--- src/rtl/zc_pkg.sv ---
package zc_pkg;
  // Sign bit change between two accepted samples; no history means no crossing.
  function automatic logic zc_crossed(input logic have_prev,
                                      input logic prev_neg,
                                      input logic cur_neg);
    return have_prev & (prev_neg ^ cur_neg);
  endfunction
endpackage

--- src/rtl/zc_sign_track.sv ---
module zc_sign_track #(
  parameter int SAMPLE_W = 12
) (
  input  logic                clk,
  input  logic                rst_n,
  input  logic                smp_ok,
  input  logic                restart,
  input  logic [SAMPLE_W-1:0] smp,
  output logic                xing
);
  import zc_pkg::*;

  logic have_prev;
  logic prev_neg;
  logic cur_neg;

  assign cur_neg = smp[SAMPLE_W-1];
  assign xing    = smp_ok & zc_crossed(have_prev, prev_neg, cur_neg);

  always_ff @(posedge clk or negedge rst_n) begin
    if (!rst_n) begin
      have_prev <= 1'b0;
      prev_neg  <= 1'b0;
    end else if (restart) begin
      have_prev <= 1'b0;
      prev_neg  <= 1'b0;
    end else if (smp_ok) begin
      have_prev <= 1'b1;
      prev_neg  <= cur_neg;
    end
  end


  history_cleared_chk: assert property (@(posedge clk) disable iff (!rst_n)
    restart |=> !have_prev);


  sign_follows_chk: assert property (@(posedge clk) disable iff (!rst_n)
    (smp_ok && !restart) |=> (have_prev && prev_neg == $past(smp[SAMPLE_W-1])));
endmodule

--- src/rtl/zc_window_ctl.sv ---
module zc_window_ctl #(
  parameter int CNT_W   = 10,
  parameter int DEF_WIN = 64,
  parameter int DEF_REF = 16
) (
  input  logic             clk,
  input  logic             rst_n,
  input  logic             smp_ok,
  input  logic             cfg_load,
  input  logic [CNT_W-1:0] cfg_win,
  input  logic [CNT_W-1:0] cfg_ref,
  output logic             win_last,
  output logic [CNT_W-1:0] ref_val
);
  localparam logic [CNT_W-1:0] ONE      = CNT_W'(1);
  localparam logic [CNT_W-1:0] WIN_INIT = (DEF_WIN < 1) ? ONE : CNT_W'(DEF_WIN);
  localparam logic [CNT_W-1:0] REF_INIT = CNT_W'(DEF_REF);

  logic [CNT_W-1:0] win_len;
  logic [CNT_W-1:0] idx;
  logic [CNT_W-1:0] win_next;

  assign win_next = (cfg_win == '0) ? ONE : cfg_win;
  assign win_last = smp_ok & (idx == (win_len - ONE));

  always_ff @(posedge clk or negedge rst_n) begin
    if (!rst_n) begin
      win_len <= WIN_INIT;
      ref_val <= REF_INIT;
      idx     <= '0;
    end else if (cfg_load) begin
      win_len <= win_next;
      ref_val <= cfg_ref;
      idx     <= '0;
    end else if (smp_ok) begin
      idx <= win_last ? '0 : idx + ONE;
    end
  end


  idx_in_window_chk: assert property (@(posedge clk) disable iff (!rst_n)
    idx < win_len);


  load_restarts_chk: assert property (@(posedge clk) disable iff (!rst_n)
    cfg_load |=> (idx == '0 && win_len != '0));
endmodule

--- src/rtl/zc_accum.sv ---
module zc_accum #(
  parameter int CNT_W = 10
) (
  input  logic               clk,
  input  logic               rst_n,
  input  logic               restart,
  input  logic               smp_ok,
  input  logic               xing,
  input  logic               win_last,
  input  logic [CNT_W-1:0]   ref_val,
  output logic               out_valid,
  output logic [CNT_W:0]     out_data
);
  localparam int OUT_W = CNT_W + 1;

  // Signed difference of two unsigned counts, one bit wider than either.
  function automatic logic [OUT_W-1:0] zc_diff(input logic [CNT_W-1:0] a,
                                               input logic [CNT_W-1:0] b);
    return {1'b0, a} - {1'b0, b};
  endfunction

  logic [CNT_W-1:0] cnt;

  always_ff @(posedge clk or negedge rst_n) begin
    if (!rst_n) begin
      cnt       <= '0;
      out_valid <= 1'b0;
      out_data  <= '0;
    end else begin
      out_valid <= win_last;
      if (restart) begin
        cnt <= '0;
      end else if (smp_ok) begin
        if (win_last) begin
          out_data <= zc_diff(cnt, ref_val);
          cnt      <= {{(CNT_W-1){1'b0}}, xing};
        end else begin
          cnt <= cnt + {{(CNT_W-1){1'b0}}, xing};
        end
      end
    end
  end


  no_wrap_chk: assert property (@(posedge clk) disable iff (!rst_n)
    (smp_ok && !win_last && !restart) |=> cnt >= $past(cnt));


  carry_start_chk: assert property (@(posedge clk) disable iff (!rst_n)
    (win_last && !restart) |=> cnt <= CNT_W'(1));
endmodule

--- src/rtl/zc_fm_demod.sv ---
module zc_fm_demod #(
  parameter int SAMPLE_W = 12,
  parameter int CNT_W    = 10,
  parameter int DEF_WIN  = 64,
  parameter int DEF_REF  = 16
) (
  input  logic                clk,
  input  logic                rst_n,
  input  logic                in_valid,
  input  logic [SAMPLE_W-1:0] in_sample,
  input  logic                cfg_load,
  input  logic [CNT_W-1:0]    cfg_win,
  input  logic [CNT_W-1:0]    cfg_ref,
  output logic                out_valid,
  output logic [CNT_W:0]      out_data
);
  logic             smp_ok;
  logic             xing;
  logic             win_last;
  logic [CNT_W-1:0] ref_val;

  assign smp_ok = in_valid & ~cfg_load;

  zc_sign_track #(.SAMPLE_W(SAMPLE_W)) u_sign (
    .clk(clk), .rst_n(rst_n), .smp_ok(smp_ok), .restart(cfg_load),
    .smp(in_sample), .xing(xing)
  );

  zc_window_ctl #(.CNT_W(CNT_W), .DEF_WIN(DEF_WIN), .DEF_REF(DEF_REF)) u_win (
    .clk(clk), .rst_n(rst_n), .smp_ok(smp_ok), .cfg_load(cfg_load),
    .cfg_win(cfg_win), .cfg_ref(cfg_ref), .win_last(win_last), .ref_val(ref_val)
  );

  zc_accum #(.CNT_W(CNT_W)) u_acc (
    .clk(clk), .rst_n(rst_n), .restart(cfg_load), .smp_ok(smp_ok),
    .xing(xing), .win_last(win_last), .ref_val(ref_val),
    .out_valid(out_valid), .out_data(out_data)
  );


  pulse_cause_chk: assert property (@(posedge clk) disable iff (!rst_n)
    out_valid |-> $past(in_valid && !cfg_load));


  load_no_pulse_chk: assert property (@(posedge clk) disable iff (!rst_n)
    cfg_load |=> !out_valid);
endmodule

--- config.mk ---
export PLATFORM = sky130hd
export DESIGN_NAME = zc_fm_demod
export DESIGN_NICKNAME = d
export VERILOG_FILES = /design/src/rtl/zc_pkg.sv /design/src/rtl/zc_sign_track.sv /design/src/rtl/zc_window_ctl.sv /design/src/rtl/zc_accum.sv /design/src/rtl/zc_fm_demod.sv
export SDC_FILE = /design/constraint.sdc
export NUM_CORES = 1
export LEC_CHECK = 0
export ABC_AREA = 1
export BUFFER_PORTS_ARGS = -buffer_cell sky130_fd_sc_hd__buf_2
export CORE_ASPECT_RATIO = 0.9
export CORE_MARGIN = 2
export CORE_UTILIZATION = 55
export CTS_BUF_LIST = sky130_fd_sc_hd__clkbuf_8 sky130_fd_sc_hd__clkbuf_16
export DETAILED_ROUTE_END_ITERATION = 6
export GPL_ROUTABILITY_DRIVEN = 0
export PLACE_DENSITY = 0.77
export SLEW_MARGIN = 10
export SYNTH_ARGS = -nofsm -noshare
export SYNTH_HDL_FRONTEND = slang
export SYNTH_SLANG_ARGS = --single-unit
--- constraint.sdc ---
create_clock -name clk -period 4.8 [get_ports clk]
set_input_delay 0.96 -clock clk [delete_from_list [all_inputs] [get_ports clk]]
set_output_delay 0.96 -clock clk [all_outputs]
set_load 0.02 [all_outputs]
==> impl_metrics.json, run 1 <==
{
  "status": "complete, no violations",
  "wl_met1_um": 3550,
  "cts_tree": "built",
  "synth_commonest_cells": "113 x nand2_1, 53 x inv_1, 52 x dfrtp_1",
  "p_leak_nw": 1.85,
  "max_freq_mhz": 304,
  "r2r_slack_ns": 2.49,
  "drive_above_1_share_pct": 19.8,
  "worst_slack_ns": 1.51,
  "synth_adder_area_share_pct": 5.76,
  "pwr-share-seq_pct": 52.2,
  "core_area_mm2": 0.00605,
  "sw_frac_of_total_pct": 31.2,
  "grt_pass1_vias": 2733,
  "pre_cts_ws_ns": 1.22,
  "clock-sinks": 54,
  "power_frac_comb_pct": 21.4,
  "dp_hpwl_um": 5440,
  "power_density_mw_per_mm2": 264,
  "path_cells": "buf_2 -> nor2_1 -> buf_4 -> o21ai_0 -> a211oi_1 -> ha_1 -> ha_1 -> nand2_1 -> nor2_1 -> nand3_1 -> nor3b_1 -> xor2_1 -> o21ai_2",
  "cts.path.max_buffers": 2,
  "ys.flop_type": "dfrtp_1",
  "wl_um": 7150,
  "synth_simple_gate_area_share_pct": 26.7,
  "finalHoldViolations": 0,
  "num_io_pins": 48,
  "synth_top_family_by_area": "simple AND/OR/NAND/NOR gates",
  "cp_num_buf_inv": 2,
  "timing.rr.start": "u_sign.prev_neg",
  "grt_max_degree": 55,
  "clkTransAtPathRegs_ns": 0.09,
  "intPower_mw": 0.675,
  "rr_worst_depth": 10,
  "synthMuxAreaShare_pct": 0,
  "drtPass1Iterations": 4,
  "dr_wl_met2_um": 3200,
  "drv_slew": 0,
  "crit_cells": 13,
  "cp_slowest_cell": "ha_1",
  "crit_start": "cfg_load",
  "cp_top_family": "simple AND/OR/NAND/NOR gates",
  "netlist_area_mm2": 0.00339,
  "num_rows": 27,
  "cp_max_fo": 39,
  "post_cts_resized": 0,
  "fin_worst_skew_ns": 0.00601,
  "yosysTopAreaCellShare_pct": 38.4,
  "slew-limit-headroom_pct": 55.2,
  "vias": 2854,
  "rsz0062_at_grt": "false",
  "clkLatencyLatePin_ns": 0.31,
  "cts-root-buf": "clkbuf_8",
  "yosysSeqAreaShare_pct": 40.0,
  "setup-tns-final_ns": 0,
  "r2r_end": "u_acc.cnt[8]",
  "avgSynthCellArea_um2": 7.93,
  "hold_buffers": 0,
  "period_needed_ns": 3.29,
  "syn_to_final_growth_pct": 9.79,
  "antenna_found_initial": 0,
  "initial_core_util_pct": 56.0,
  "peakVddDrop_mv": 0.109,
  "crit_path_end_kind": "register",
  "cp.arrival_ns": 3.49,
  "async_reset_ff_share_pct": 100,
  "numPortBuffers": 36,
  "ys_types": 42,
  "post_drt_wl_per_cell_um": 13.3,
  "max_slew.worst_pin.slew_ns": 0.673,
  "critPathCapture": "u_acc.cnt[8]",
  "whs_ns": 0.485,
  "place_area_mm2": 0.00363,
  "yosys.area.top_type": "dfrtp_1",
  "synth_edf_count": 0,
  "synth_most_common_cell": "nand2_1",
  "drt_iter0_markers": 178,
  "gr-usage-all-layers_pct": 22.8,
  "yosys_warnings": 0,
  "cts_buffers": 5,
  "p_clk_share_pct": 26.4,
  "fillerInstances": 517,
  "fin_area_mm2": 0.00372,
  "maxCapViolCount": 0,
  "syn_nets": 478,
  "ctsHtreeMaxLevel": 2,
  "ys_seq_elements": 54,
  "syn_inst": 427,
  "cp-start-kind": "input port",
  "dieHeight_um": 78.4,
  "grt_pass1_wl_um": 12300,
  "highest_layer": "met4",
  "nNetsFinal": 515,
  "yosys-top-cells-area": "dfrtp_1 38%, nand2_1 13%, inv_1 5.9%",
  "wl_met3_um": 337,
  "die_w_um": 86.7,
  "post-route-period-util_pct": 68.5,
  "hold_path_class": "reg2reg",
  "cts_setup_buffers": 0,
  "n_antenna_cell": 0,
  "vias_per_cell": 5.31,
  "synthXorXnorAreaFrac_pct": 6.91,
  "p_sw_mw": 0.307,
  "cpPeakStageDelay_ns": 0.31,
  "die-area_mm2": 0.00680,
  "synth-compound-area-share_pct": 12.3,
  "cp.required_ns": 5.00,
  "drtAntennaViolNets": 0,
  "final_core_util_pct": 61.5,
  "criticalPathCategory": "in2reg",
  "drc_errors": 0,
  "grt.overflow.total": 0,
  "setup-violations-final": 0
}
## layout by cell type (no fill, tap or decap), types with 3 or more instances in the layout
cell type,n
nand2_1,113
inv_1,54
dfrtp_1,52
buf_2,36
o21ai_0,33
nand3_1,30
nor2_1,21
xor2_1,17
o21ai_2,14
ha_1,14
inv_2,8
a21oi_1,7
nor2_2,6
xnor2_1,6
nand4_1,6
clkbuf_8,6
nand3_2,4
nor3_1,4
nor2_4,3
buf_4,3
## power by group through the flow
stage	Combinational, mW	Sequential (mW)	Clock (mW)
floorplan	0.141	0.526	0
global placement	0.204	0.520	0
detailed placement	0.209	0.521	0
CTS	0.211	0.512	0.264
global route	0.243	0.517	0.280
finish	0.210	0.513	0.259
## layer usage
metal | up-vias | track usage [%]
met5 | - | 0
met4 | 0 | 6.56
li1 | 1444 | -
met3 | 7 | 3.58
met1 | 1339 | 33.1
met2 | 64 | 35.2
## logic make-up (layout without fill, tap and decap cells)
kind of cell,after synthesis,in the layout
AOI/OAI and AO/OA,66,66
xor gates and xnor gates,25,25
adders and majority gates,15,15
buffers and inverters,70,108
DFF,54,54
and+or+nand+nor,197,197
## through the flow
stage                     std cells  total power [mW]
final                           537             0.982
after global routing            537              1.04
after CTS                       537             0.987
after detailed placement        529             0.730
after global placement          529             0.724
after floorplan                 427             0.667
## worst reg2reg max path, delay by kind of cell (launching register included)
kind | cells | cell delay (ns)
simple gates | 4 | 0.65
compound gates | 3 | 0.43
flops | 1 | 0.40
xor+xnor | 1 | 0.22
fa+ha+maj | 2 | 0.52
## area by class of cell
class | count | area, um^2 | share of cell area (%)
clock buffer | 6 | 82.6 | 2.22
multi-input combinational | 303 | 1750 | 47.1
inverter | 61 | 229 | 6.16
clock inverter | 2 | 8.76 | 0.236
sequential | 54 | 1350 | 36.4
tap | 72 | 90.1 | 2.42
timing repair buffer | 39 | 203 | 5.45
## worst min path at each step
stage	startpoint	slack [ns]	cells after the start	endpoint
floorplan	u_win.ref_val[0]	0.45	2	u_win.ref_val[0]
CTS	u_acc.out_data[5]	0.49	2	u_acc.out_data[5]
detailed placement	u_acc.out_data[5]	0.46	2	u_acc.out_data[5]
global route	u_acc.out_data[2]	0.51	2	u_acc.out_data[2]
global placement	u_acc.out_data[8]	0.46	2	u_acc.out_data[8]
finish	u_acc.out_data[2]	0.49	2	u_acc.out_data[2]
## flip-flops by register name, summed over array words and instances, names as in the netlist
name	flops
u_sign.prev_neg	1
u_acc.cnt	10
u_win.idx	10
u_acc.out_data	11
u_win.ref_val	10
u_acc.out_valid	1
u_win.win_len	10
u_sign.have_prev	1
No activity file was read; power rests on OpenSTA's default activity.
==> inputs of run 2 (changes only) <==
--- a/config.mk
+++ b/config.mk
@@ -9,11 +9,11 @@
 export BUFFER_PORTS_ARGS = -buffer_cell sky130_fd_sc_hd__buf_2
 export CORE_ASPECT_RATIO = 0.9
 export CORE_MARGIN = 2
-export CORE_UTILIZATION = 55
+export CORE_UTILIZATION = 52
 export CTS_BUF_LIST = sky130_fd_sc_hd__clkbuf_8 sky130_fd_sc_hd__clkbuf_16
 export DETAILED_ROUTE_END_ITERATION = 6
 export GPL_ROUTABILITY_DRIVEN = 0
-export PLACE_DENSITY = 0.77
+export PLACE_DENSITY = 0.76
 export SLEW_MARGIN = 10
 export SYNTH_ARGS = -nofsm -noshare
 export SYNTH_HDL_FRONTEND = slang
==> constraint.sdc (replaced) <==
create_clock -name clk -period 3 [get_ports clk]
set_input_delay 0.6 -clock clk [delete_from_list [all_inputs] [get_ports clk]]
set_output_delay 0.6 -clock clk [all_outputs]
set_load 0.02 [all_outputs]
==> run 2 against run 1 <==
Effect of this change: utilization down 0.77 points; final area up 1.5%; wire length decreased by 2.5%; combinational power is 61% higher; critical path depth unchanged; first-iteration DRC count down 16%; sequential cell count unchanged; largest cell class unchanged; worst setup slack lost 0.96 ns; highest routed layer unchanged; cell count up 3.0%; sequential power is 60% higher.
==> impl_metrics.json, run 2 (synthesis results as in run 1) <==
{
  "largest_register_ffs": 11,
  "hold_buffers": 0,
  "ctsHtreeMaxLevel": 2,
  "drtPass1Iterations": 4,
  "dp_hpwl_um": 5340,
  "drtAntennaViolNets": 0,
  "cts_tree": "built",
  "post-route-period-util_pct": 81.7,
  "cp-start-kind": "input port",
  "initial_core_util_pct": 54.5,
  "drv_slew": 0,
  "die-area_mm2": 0.00718,
  "vias": 2815,
  "rsz0062_at_grt": "false",
  "status": "complete, no violations",
  "core_area_mm2": 0.00622,
  "max_slew.worst_pin.slew_ns": 0.305,
  "power_density_mw_per_mm2": 436,
  "syn_to_final_growth_pct": 11.5,
  "maxCapViolCount": 0,
  "grt_max_degree": 55,
  "whs_ns": 0.263,
  "cts-root-buf": "clkbuf_8",
  "max_freq_mhz": 408,
  "cts_setup_buffers": 0,
  "grt.overflow.total": 0,
  "grt_pass1_wl_um": 12200,
  "drc_errors": 0,
  "regMostFlops": "u_acc.out_data",
  "cts_buffers": 5,
  "period_needed_ns": 2.45,
  "wl_um": 6980,
  "cp_max_fo": 4,
  "die_w_um": 89.1,
  "num_io_pins": 48,
  "slew-limit-headroom_pct": 79.4,
  "cp.arrival_ns": 2.66,
  "finalHoldViolations": 0,
  "cts.path.max_buffers": 2,
  "crit_path_end_kind": "register",
  "fillerInstances": 603,
  "num_rows": 27,
  "nNetsFinal": 516,
  "clkLatencyLatePin_ns": 0.31,
  "grt_pass1_vias": 2667,
  "vias_per_cell": 5.09,
  "clkTransAtPathRegs_ns": 0.10,
  "dieHeight_um": 80.6,
  "numPortBuffers": 36,
  "gr-usage-all-layers_pct": 21.5,
  "post_drt_wl_per_cell_um": 12.6,
  "setup-violations-final": 0,
  "drive_above_1_share_pct": 20.2,
  "criticalPathCategory": "in2reg",
  "n_antenna_cell": 0,
  "timing.rr.start": "u_sign.prev_neg",
  "peakVddDrop_mv": 0.222,
  "clock-sinks": 54,
  "layout_commonest_cell": "nand2_1",
  "drt_iter0_markers": 150,
  "crit_start": "in_valid",
  "setup-tns-final_ns": 0,
  "antenna_found_initial": 0,
  "hold_path_class": "in2async",
  "post_cts_resized": 0,
  "cp.required_ns": 3.20,
  "final_cell_mix": "113 x nand2_1, 53 x inv_1, 52 x dfrtp_1, 36 x buf_2, 33 x o21ai_0",
  "fin_worst_skew_ns": 0.00595,
  "p_leak_nw": 1.86
}
## run 2: changes by cell type in the layout (fill, tap and decap cells not counted), sizes merged
cell | previous run | this run
buf | 39 | 40
inv | 62 | 61
clkinv | 1 | 2
bufinv | 0 | 1
clkbuf | 6 | 5
## run 2: metrics by stage
stage / setup slack, ns / utilization, % / power (mW) / area [um^2] / std cells
after floorplan: 0.339 / - / 1.07 / 3390 / 427
after global placement: 0.303 / 59.0 / 1.16 / 3670 / 545
after detailed placement: 0.224 / 59.0 / 1.17 / 3670 / 545
after CTS: 0.555 / 60.7 / 1.66 / 3770 / 553
after global routing: 0.370 / 60.7 / 1.75 / 3770 / 553
final: 0.548 / 60.7 / 1.65 / 3770 / 553
## run 2: final cells by class
type / count / area [um^2] / share of cell area [%]
Multi-Input combinational cell: 303 / 1750 / 46.4
Sequential cell: 54 / 1350 / 35.9
Inverter: 61 / 229 / 6.07
Timing Repair Buffer: 40 / 223 / 5.90
Tap cell: 87 / 109 / 2.88
Clock buffer: 5 / 68.8 / 1.82
Clock inverter: 3 / 40.0 / 1.06
## run 2: metal layers
layer  share of wire [%]  GRT usage, %  up-vias
met2                  44          33.4       47
met3                 3.9          3.39        8
li1                    -             -     1443
met5                   0             0        -
met4                0.99          5.07        0
met1                  51          31.3     1317
## run 2: worst max-delay path, stage by stage
cell,delay (ns)
buf_2,0.09
inv_1,0.04
nor2_1,0.14
o21ai_0,0.11
a211oi_1,0.25
ha_1,0.33
ha_1,0.23
nand2_1,0.06
nor2_1,0.15
nand3_1,0.13
nor3b_1,0.24
xor2_1,0.21
o21ai_2,0.08
## run 2: where the power goes
part,internal (mW),switching [mW]
combinational,0.122,0.217
sequential,0.779,0.0397
clock,0.246,0.243
## run 2: final timing paths
check / cells after the start / slack [ns] / to
worst max-delay path: 13 / 0.55 / u_acc.cnt[8]
worst min-delay path: 2 / 0.26 / u_acc.cnt[3]
worst max register to register: 10 / 0.74 / u_acc.cnt[8]
worst min register to register: 2 / 0.48 / u_acc.out_data[4]
max in group asynchronous: 2 / 2.44 / u_win.win_len[6]
min in group clk: 2 / 0.48 / u_acc.out_data[4]
==> inputs of run 3 (changes only) <==
==> constraint.sdc (replaced) <==
create_clock -name clk -period 2 [get_ports clk]
set_input_delay 0.4 -clock clk [delete_from_list [all_inputs] [get_ports clk]]
set_output_delay 0.4 -clock clk [all_outputs]
set_load 0.02 [all_outputs]
==> run 3 against run 2 <==
Effect of this change: register-to-register slack got worse by 0.74 ns; worst setup slack got worse by 0.55 ns; critical path type is now reg2reg; cell count increased by 4.0%; highest routed layer unchanged; via count increased by 5.9%; clock power increased by 44%; combinational power increased by 66%; non-clock buffer count increased by 21; clock skew increased by 0.0012 ns; utilization increased by 4.4 points; sequential share of layout area decreased by 2.4 points; global-route usage increased by 2.2 points; sequential power increased by 50%.
==> impl_metrics.json, run 3 (synthesis results as in run 1) <==
{
  "grt_pass1_wl_um": 13000,
  "initial_core_util_pct": 54.5,
  "core_area_mm2": 0.00622,
  "n_antenna_cell": 0,
  "drive_above_1_share_pct": 26.4,
  "max_freq_mhz": 501,
  "clock-sinks": 54,
  "pwr-share-seq_pct": 49.3,
  "r2r_slack_ns": 0.002,
  "cts-root-buf": "clkbuf_8",
  "p_leak_nw": 1.97,
  "power_frac_comb_pct": 22.4,
  "rsz0062_at_grt": "true",
  "clkTransAtPathRegs_ns": 0.10,
  "clkLatencyLatePin_ns": 0.31,
  "p_clk_share_pct": 28.3,
  "drtAntennaViolNets": 0,
  "vias": 2982,
  "cts.path.max_buffers": 2,
  "sw_frac_of_total_pct": 30.5,
  "cts_buffers": 5,
  "stdcell_count": 575,
  "nNetsFinal": 538,
  "regArea_mm2": 0.00135,
  "intPower_mw": 1.73,
  "rr_worst_depth": 14,
  "hold_buffers": 0,
  "setup-violations-final": 0,
  "regMostFlops": "u_acc.out_data",
  "timing.rr.start": "u_win.win_len[1]",
  "p_sw_mw": 0.759,
  "finalHoldViolations": 0,
  "num_rows": 27,
  "dieHeight_um": 80.6,
  "syn_to_final_growth_pct": 19.6,
  "power_density_mw_per_mm2": 615,
  "drv_slew": 0,
  "post_drt_wl_per_cell_um": 13.2,
  "cp-start-kind": "register",
  "hold_path_class": "in2async",
  "die-area_mm2": 0.00718,
  "criticalPathCategory": "reg2reg",
  "numPortBuffers": 36,
  "layout_commonest_cell": "nand2_1",
  "gr-usage-all-layers_pct": 23.7,
  "maxCapViolCount": 0,
  "place_inst": 563,
  "status": "complete, no violations",
  "cp.required_ns": 2.19,
  "wl_um": 7570,
  "num_io_pins": 48,
  "antenna_found_initial": 0,
  "peakVddDrop_mv": 0.607,
  "ctsHtreeMaxLevel": 2,
  "period_needed_ns": 2.00,
  "crit_path_end_kind": "register",
  "cp.arrival_ns": 2.19,
  "max_slew.worst_pin.slew_ns": 0.339,
  "r2r_end": "u_acc.cnt[0]",
  "drtPass1Iterations": 4,
  "grt_pass1_vias": 2814,
  "whs_ns": 0.0795,
  "drc_errors": 0,
  "slew-limit-headroom_pct": 77.4,
  "dp_hpwl_um": 5740,
  "die_w_um": 89.1,
  "vias_per_cell": 5.19,
  "final_cell_mix": "111 x nand2_1, 52 x dfrtp_1, 50 x inv_1, 36 x buf_2, 30 x o21ai_0",
  "drt_iter0_markers": 178,
  "grt_max_degree": 55,
  "multi_input_area_mm2": 0.00184,
  "grt.overflow.total": 0,
  "fillerInstances": 542,
  "post-route-period-util_pct": 99.9,
  "fin_worst_skew_ns": 0.00715,
  "cts_tree": "built",
  "largest_register_ffs": 11,
  "cp_max_fo": 3
}
-- run 3: cell types whose count changed in the layout (fill, tap and decap cells not counted), sizes merged --
| cell | delta |
|---|---|
| clkbuf | +3 |
| clkinv | -2 |
| buf | +21 |
| nand3 | +1 |
| bufinv | -1 |
-- run 3: worst max-delay path by stage --
stage | cells past startpoint | slack (ns) | to | start
final | 14 | 0.002 | u_acc.cnt[0] | u_win.win_len[1]
after global routing | 15 | -0.17 | u_acc.out_data[3] | u_win.win_len[0]
after CTS | 14 | -0.01 | u_acc.out_data[1] | u_win.win_len[1]
after detailed placement | 13 | -0.31 | u_acc.cnt[8] | in_valid
after global placement | 13 | -0.23 | u_acc.cnt[8] | in_valid
after floorplan | 12 | -0.12 | u_acc.cnt[8] | in_valid
-- run 3: final cells by class --
type / instances / area share, %
Inverter: 61 / 5.96
Sequential cell: 54 / 33.4
Multi-Input combinational cell: 304 / 45.4
Tap cell: 87 / 2.69
Timing Repair Buffer: 61 / 9.79
Clock buffer: 8 / 2.72
-- run 3: layer usage --
metal	share of wire (%)	vias to the layer above	track usage (%)
met5	0	-	0
met4	0.67	0	4.03
met3	6.8	6	3.60
met2	46	74	36.6
met1	47	1405	35.6
li1	-	1497	-
-- run 3: metrics by stage --
stage / area (um^2) / TNS (ns) / setup slack (ns) / util (%) / total power, mW
4_1_cts: 4040 / -0.0544 / -0.0110 / 65.0 / 2.51
5_1_grt: 4050 / -3.71 / -0.171 / 65.2 / 2.63
3_5_place_dp: 3860 / -1.42 / -0.310 / 62.1 / 1.78
3_3_place_gp: 3860 / -0.712 / -0.229 / 62.1 / 1.77
2_1_floorplan: 3450 / -0.116 / -0.116 / - / 1.60
6_report: 4050 / 0 / 0.00233 / 65.2 / 2.49
-- run 3: power by group through the flow --
stage	registers, mW	logic [mW]	clock network (mW)
3_5_place_dp	1.25	0.535	0
2_1_floorplan	1.26	0.342	0
4_1_cts	1.23	0.562	0.721
3_3_place_gp	1.25	0.522	0
5_1_grt	1.24	0.630	0.759
6_report	1.23	0.560	0.705
-- run 3: worst max-delay path: stages (launching register included) --
cell	delay, ns
dfrtp_1	0.37
inv_2	0.06
ha_4	0.27
inv_2	0.03
nand2_1	0.04
nand2_1	0.05
nor2_1	0.09
nand3_1	0.13
nor2_4	0.15
nand3_2	0.10
nor2_4	0.16
nand2_2	0.12
buf_4	0.17
nand3_1	0.07
nand3_1	0.08
-- run 3: timing repair --
action / 4_1_cts / 5_1_grt
pin swaps: 8 / 2
endpoints found under the setup margin: 21 / 32
gates cloned: 1 / 0
setup buffers: 2 / 1
gates resized for setup: 7 / 2
